==> config.mk <==
export PLATFORM = sky130hd
export DESIGN_NAME = hub_ls_gate
export DESIGN_NICKNAME = d
export VERILOG_FILES = /design/src/rtl/hub_ls_pkg.sv /design/src/rtl/lsg_pid_match.sv /design/src/rtl/lsg_seq.sv /design/src/rtl/lsg_port_gate.sv /design/src/rtl/hub_ls_gate.sv
export SDC_FILE = /design/constraint.sdc
export NUM_CORES = 1
export LEC_CHECK = 0
export BUFFER_PORTS_ARGS = -buffer_cell sky130_fd_sc_hd__buf_2
export CORE_AREA = 2 2 39 41
export DETAILED_ROUTE_END_ITERATION = 16
export DIE_AREA = 0 0 41 43
export PLACE_DENSITY = 0.71
export RECOVER_POWER = 100
export SYNTH_ARGS = -nofsm -noshare
export SYNTH_HDL_FRONTEND = slang
export SYNTH_SLANG_ARGS = --single-unit
export TNS_END_PERCENT = 5
==> constraint.sdc <==
create_clock -name clk -period 2.6 [get_ports clk]
set_input_delay 0.26 -clock clk [delete_from_list [all_inputs] [get_ports clk]]
set_output_delay 0.26 -clock clk [all_outputs]
set_load 0.01 [all_outputs]
==> src/rtl/hub_ls_pkg.sv <==
package hub_ls_pkg;

  typedef enum logic [2:0] {
    ST_IDLE   = 3'd0,
    ST_HDR    = 3'd1,
    ST_FSBODY = 3'd2,
    ST_SETUP  = 3'd3,
    ST_LSWIN  = 3'd4
  } gate_st_e;

  localparam logic [3:0] PRE_TYPE = 4'b1100;

  // Type nibble must match and the check nibble must be its complement.
  function automatic logic pid_is_pre(input logic [7:0] p);
    return (p[3:0] == PRE_TYPE) && (p[7:4] == ~p[3:0]);
  endfunction

endpackage

==> src/rtl/lsg_pid_match.sv <==
module lsg_pid_match
  import hub_ls_pkg::*;
(
  input  logic       pid_vld,
  input  logic [7:0] pid,
  output logic       pre_hit
);

  always_comb begin
    pre_hit = pid_vld && pid_is_pre(pid);
  end

endmodule

==> src/rtl/lsg_seq.sv <==
module lsg_seq
  import hub_ls_pkg::*;
#(
  parameter int SETUP_CYC = 3
) (
  input  logic     clk,
  input  logic     rst_n,
  input  logic     sync_det,
  input  logic     pid_vld,
  input  logic     pre_hit,
  input  logic     eop,
  output gate_st_e st
);

  localparam int CW = 2;
  localparam logic [CW-1:0] CNT_LAST = CW'(SETUP_CYC - 1);

  gate_st_e        st_q, st_d;
  logic [CW-1:0]   cnt_q, cnt_d;
  logic            cnt_en;

  always_comb begin
    st_d   = st_q;
    cnt_d  = cnt_q;
    cnt_en = 1'b0;
    case (st_q)
      ST_IDLE:   if (sync_det) st_d = ST_HDR;
      ST_HDR: begin
        if (eop)          st_d = ST_IDLE;
        else if (pre_hit) begin
          st_d   = ST_SETUP;
          cnt_d  = '0;
          cnt_en = 1'b1;
        end
        else if (pid_vld) st_d = ST_FSBODY;
      end
      ST_FSBODY: if (eop) st_d = ST_IDLE;
      ST_SETUP: begin
        cnt_en = 1'b1;
        if (cnt_q == CNT_LAST) begin
          st_d  = ST_LSWIN;
          cnt_d = '0;
        end else begin
          cnt_d = cnt_q + 1'b1;
        end
      end
      ST_LSWIN:  if (eop) st_d = ST_IDLE;
      default:   st_d = ST_IDLE;
    endcase
  end

  always_ff @(posedge clk or negedge rst_n) begin
    if (!rst_n) begin
      st_q <= ST_IDLE;
    end else begin
      st_q <= st_d;
    end
  end

  always_ff @(posedge clk or negedge rst_n) begin
    if (!rst_n) begin
      cnt_q <= '0;
    end else if (cnt_en) begin
      cnt_q <= cnt_d;
    end
  end

  assign st = st_q;

endmodule

==> src/rtl/lsg_port_gate.sv <==
module lsg_port_gate
  import hub_ls_pkg::*;
#(
  parameter int N = 4
) (
  input  gate_st_e       st,
  input  logic [N-1:0]   port_ls,
  output logic [N-1:0]   rpt_en,
  output logic [N-1:0]   drv_idle
);

  for (genvar i = 0; i < N; i++) begin : g_port
    always_comb begin
      case (st)
        ST_SETUP: begin
          rpt_en[i]   = 1'b0;
          drv_idle[i] = 1'b1;
        end
        ST_LSWIN: begin
          rpt_en[i]   = 1'b1;
          drv_idle[i] = 1'b0;
        end
        default: begin
          rpt_en[i]   = ~port_ls[i];
          drv_idle[i] = 1'b0;
        end
      endcase
    end
  end

endmodule

==> src/rtl/hub_ls_gate.sv <==
module hub_ls_gate
  import hub_ls_pkg::*;
#(
  parameter int N_PORTS   = 4,
  parameter int SETUP_CYC = 3
) (
  input  logic               clk,
  input  logic               rst_n,
  input  logic               sync_det,
  input  logic               pid_vld,
  input  logic [7:0]         pid,
  input  logic               eop,
  input  logic [N_PORTS-1:0] port_ls,
  output logic [N_PORTS-1:0] rpt_en,
  output logic [N_PORTS-1:0] drv_idle
);

  logic [1:0] rst_q;
  logic       rst_sync;
  logic       pre_hit;
  gate_st_e   st;

  always_ff @(posedge clk or negedge rst_n) begin
    if (!rst_n) rst_q <= 2'b00;
    else        rst_q <= {rst_q[0], 1'b1};
  end
  assign rst_sync = rst_q[1];

  lsg_pid_match u_match (
    .pid_vld (pid_vld),
    .pid     (pid),
    .pre_hit (pre_hit)
  );

  lsg_seq #(.SETUP_CYC(SETUP_CYC)) u_seq (
    .clk      (clk),
    .rst_n    (rst_sync),
    .sync_det (sync_det),
    .pid_vld  (pid_vld),
    .pre_hit  (pre_hit),
    .eop      (eop),
    .st       (st)
  );

  lsg_port_gate #(.N(N_PORTS)) u_gate (
    .st       (st),
    .port_ls  (port_ls),
    .rpt_en   (rpt_en),
    .drv_idle (drv_idle)
  );

endmodule

# ---- Word level (Yosys, flattened, before mapping)
# Cells that the tools add are included.
dict set report totals {
  inputBits 17
  out_inout_bits 8
  ff_bits 7
}
dict set report classes {
  addsub 1
  n_eq_ne 13
  mux 19
  reduce_logical 7
  n_bitwise 5
}
# cell n
set op_table {}
lappend op_table {{$mux W3} 6}
lappend op_table {{$pmux W3 S4} 1}
lappend op_table {{$pmux W1 S2} 5}
lappend op_table {{$reduce_and A4 Y1} 2}
lappend op_table {{$eq A3 B2 Y1 const B} 2}
lappend op_table {{$mux W2} 3}
lappend op_table {{$ne A2 B2 Y1 const B} 3}
lappend op_table {{$eq A4 B4 Y1} 1}
lappend op_table {{$eq A4 B4 Y1 const B} 1}
lappend op_table {{$ne A2 B1 Y1 const B} 2}
lappend op_table {{$ne A4 B4 Y1 const B} 1}
lappend op_table {{$not A1 Y1} 4}
lappend op_table {{$not A4 Y4} 1}
lappend op_table {{$pmux W2 S2} 1}
lappend op_table {{$eq A3 B1 Y1 const B} 1}
lappend op_table {{$eq A3 B3 Y1 const B} 1}
lappend op_table {{$logic_not A3 Y1} 1}
lappend op_table {{$mux W1} 3}
lappend op_table {{$add A2 B1 Y2 const B} 1}
lappend op_table {{$eq A2 B2 Y1 const B} 1}
lappend op_table {{$logic_and A1 B1 Y1} 2}
lappend op_table {{$reduce_bool A2 Y1} 1}
lappend op_table {{$reduce_or A2 Y1} 1}

# ---- Longest topological paths before layout
dict set report logic_depth {
  depth_word 8
  depth_mapped 5
  depth_no_buf 4
}

# ---- Modules after synthesis
# A second synthesis with hierarchy kept.
dict set report unflattened {
  cells_unflattened 51
  hier_area_um2 473.0
}
# mod area_each_um2 cells_each seq_area_each_um2 instances
set by_module_without_submodules {}
lappend by_module_without_submodules {lsg_seq 252.7 26 125.1 1}
lappend by_module_without_submodules {lsg_port_gate 137.6 19 0.0 1}
lappend by_module_without_submodules {hub_ls_gate 53.8 3 50.0 1}
lappend by_module_without_submodules {lsg_pid_match 28.8 3 0.0 1}

# ---- Least setup slack after synthesis
# No wires, ideal clock.
dict set report synth_timing {
  kind {flip-flop to flip-flop}
  from {reg u_seq.st_q[1], in the netlist u_seq.st[1]}
  to {reg u_seq.st_q[2], in the netlist u_seq.st[2]}
  n_path_buf 1
  synth_period_minus_slack_ns 1.400
  required_time_ns 2.475
  setup_time_ns 0.125
  arrival_ns 1.275
  path_stages_with_launch 6
  setup_slack_ns 1.200
  cell_sequence {dfrtp_1 buf_2 nor4_1 a31oi_2 o211ai_2 mux2_4}
}
dict set report synth_via {
  elab_chain_len 4
}
# element line
set synth_rtl {}
lappend synth_rtl {{from (decl)} lsg_seq.sv:18} ;# gate_st_e st_q, st_d;
lappend synth_rtl {{from (signal assigned)} lsg_seq.sv:56} ;# st_q <= st_d;
lappend synth_rtl {{$eq A3 B3 Y1 / $eq A3 B2 Y1 (equally long branches)} lsg_seq.sv:26} ;# case (st_q)
lappend synth_rtl {{$reduce_or A2 Y1 (no source line)} n/a}
lappend synth_rtl {{$ne A2 B1 Y1 (no source line)} n/a}
lappend synth_rtl {{$reduce_and A4 Y1 (no source line)} n/a}
# Several ways; a longest one is shown, not always the timed one.
# A chain may end at the register's enable or synchronous reset.

# ---- Worst setup path in the final report
dict set report layout_timing {
  from {reg u_seq.st_q[2], in the netlist u_seq.st[2]}
  to {out drv_idle[1]}
}
dict set report layout_via {
  elab_chain_len 2
}
# element line
set layout_rtl {}
lappend layout_rtl {{$eq A3 B2 Y1} lsg_port_gate.sv:14} ;# case (st)
lappend layout_rtl {{$mux W1} lsg_port_gate.sv:14}
lappend layout_rtl {{to (decl)} hub_ls_gate.sv:15} ;# output logic [N_PORTS-1:0] drv_idle
# Every way passes these cells.

==> results.sh <==
export IMPL_path_class="register to output port"
export IMPL_ir_drop_v=0.000607
export IMPL_yosysWarnings=0
export IMPL_max_cap_viol_count=0
export IMPL_final_nets=92
export IMPL_syn_area_per_cell_um2=9.74
export IMPL_synth_cells=51
export IMPL_layout_drive_gt1_share=0.297
export IMPL_max_clock_path_buffers=2
export IMPL_gp_congestion=0.782
export IMPL_viasPerCell=5.26
export IMPL_synth_edf_count=0
export IMPL_cts_tree="done"
export IMPL_setup_tns_ns=0
export IMPL_fin_crit_ns=1.76
export IMPL_drv_slew=0
export IMPL_layout_common_cells="15 x buf_2, 10 x clkbuf_1, 7 x nand2b_1, 7 x dfrtp_1, 4 x a22oi_1"
export IMPL_synth_flop_cell="dfrtp_1"
export IMPL_start_util=0.359
export IMPL_syn2layout_area_growth_pct=23.7
export IMPL_use_met1=0.150
export IMPL_ioPinCount=25
export IMPL_use_met3=0.0628
export IMPL_clock_fmax_mhz=568
export IMPL_hold_viol_final=0
export IMPL_finalSetupViolCount=0
export IMPL_rows=14
export IMPL_busiest_layer="met2"
export IMPL_synth_fp_nets=68
export IMPL_post_cts_buffers=0
export IMPL_post_route_period_util=0.678
export IMPL_leakagePower_nw=0.281
export IMPL_clkSlewWorstSetupHoldPaths_ns=0.05
export IMPL_min_path_type="register to async pin"
export IMPL_die_area_um2=1760
export IMPL_drcViolationCount=0
export IMPL_drt_iter0_drc=11
export IMPL_grt_pass1_vias=378
export IMPL_cp_data_required_time_ns=2.34
export IMPL_arrival_ns=1.50
export IMPL_dp_hpwl_um=782
export IMPL_fp_dieW_um=41
export IMPL_cts_root_buf="clkbuf_4"
export IMPL_antenna_left=0
export IMPL_dr_pass1_iters=4
export IMPL_core_area_um2=1380
export IMPL_async_reset_ff_frac=1.00
export IMPL_wl_per_cell_um=10.7
export IMPL_clock_latency_ns=0.25
export IMPL_die_h_um=43
export IMPL_cp_cell_sequence="and2b_1 > and2_0 > clkbuf_1"
export IMPL_cts_buffers=3
export IMPL_fin_util=0.444
export IMPL_port_buffers=24
export IMPL_status="finished clean"
export IMPL_max_stage_delay_ns=0.43
export IMPL_grt_util_met2=0.166
export IMPL_grt_antenna_before_repair=0
export IMPL_crit_fanout=7
export IMPL_n_antenna_cell=0
export IMPL_start_kind="register"
export IMPL_clock_sinks=7
export IMPL_crit_path_end_kind="output port"
export IMPL_netlist_area_um2=497
export IMPL_cts_max_level=1
export IMPL_crit_slowest_cell="dfrtp_1"
export IMPL_grt_total_usage=0.116
export IMPL_rsz0062_at_grt="no"
export IMPL_grt_max_degree=12
export IMPL_num_vias=473
export IMPL_powerDensity_nw_per_um2=995
export IMPL_grt_pass1_wl_mm=1.41
export IMPL_drt_wl_total_um=961
export IMPL_ys_seq_area_frac=0.353
export IMPL_finClkSkew_ns=0.00588
export IMPL_ys_ff_latch=7
export IMPL_synth_cell_types=29
export IMPL_final_common_cell="buf_2"
export IMPL_gr_total_overflow=0
-- report_power, final --
part	leakage (nW)	switching [W]	total [W]	internal (W)
Sequential	0.0877	0.0000624	0.000212	0.000150
Combinational	0.178	0.000152	0.000304	0.000152
Clock	0.0150	0.0000371	0.0000955	0.0000584
Total	0.281	0.000251	0.000611	0.000360
-- synthesized netlist by cell type, types with 2 or more instances --
library cell	instances	area, µm²
nand2b_1	7	43.8
buf_2	2	10.0
buf_4	4	30.0
nand2_1	3	11.3
a22oi_1	4	30.0
dfrtp_1	7	175
nor2_1	2	7.51
-- worst max-delay path, delay by kind of cell, from the launching register on --
kind,cells,cell delay (ns)
simple gates,2,0.64
flops,1,0.43
buf+inv,1,0.18
-- state kept, by name, indices dropped and copies added, names as in the netlist --
signal,count
rst_q,2
u_seq.st,3
u_seq.cnt_q,2
-- final timing paths --
kind	startpoint	endpoint	slack [ns]	cells past startpoint
max in group asynchronous	rst_n	rst_q[0]	2.15	2
min reg2reg	rst_q[1]	u_seq.st[1]	0.06	0
min in group clk	pid_vld	u_seq.st[1]	0.33	2
max reg2reg	u_seq.st[1]	u_seq.st[2]	0.97	4
min	rst_q[1]	u_seq.st[1]	0.06	0
max	u_seq.st[2]	drv_idle[1]	0.84	3
-- timing repair --
action | in CTS | in global routing
hold endpoints to repair | 2 | 0
hold buffers | 1 | 0
gates resized for setup | 0 | 0
-- final cells by class --
type	instances	area, µm²
fill	140	769
multi-input combinational	38	274
sequential	7	175
timing repair buffer	25	119
clock buffer	4	26.3
tap	16	20.0
-- per-layer routing --
layer	wire, µm	vias up
met2	427	25
met4	0	0
met3	100	0
met5	0	-
met1	432	214
li1	-	234
-- kinds of logic after synthesis --
group | Yosys count | synth area share
other cells | 1 | 0.00755
compound gates | 14 | 0.247
buf+inv | 6 | 0.0806
flops | 7 | 0.353
simple gates | 21 | 0.259
mux | 2 | 0.0529
-- per-stage QoR --
stage | hold slack, ns | worst slack, ns | total power (W) | cells | area [µm²]
4_1_cts | 0.0749 | 0.953 | 0.000644 | 90 | 633
5_1_grt | 0.0995 | 0.704 | 0.000666 | 90 | 614
6_report | 0.0643 | 0.838 | 0.000611 | 90 | 614
3_5_place_dp | 0.0486 | 1.02 | 0.000545 | 85 | 597
3_3_place_gp | 0.0475 | 1.04 | 0.000539 | 85 | 597
2_1_floorplan | -0.0356 | 1.20 | 0.000485 | 51 | 497
Power figures use the tool's default switching activity.
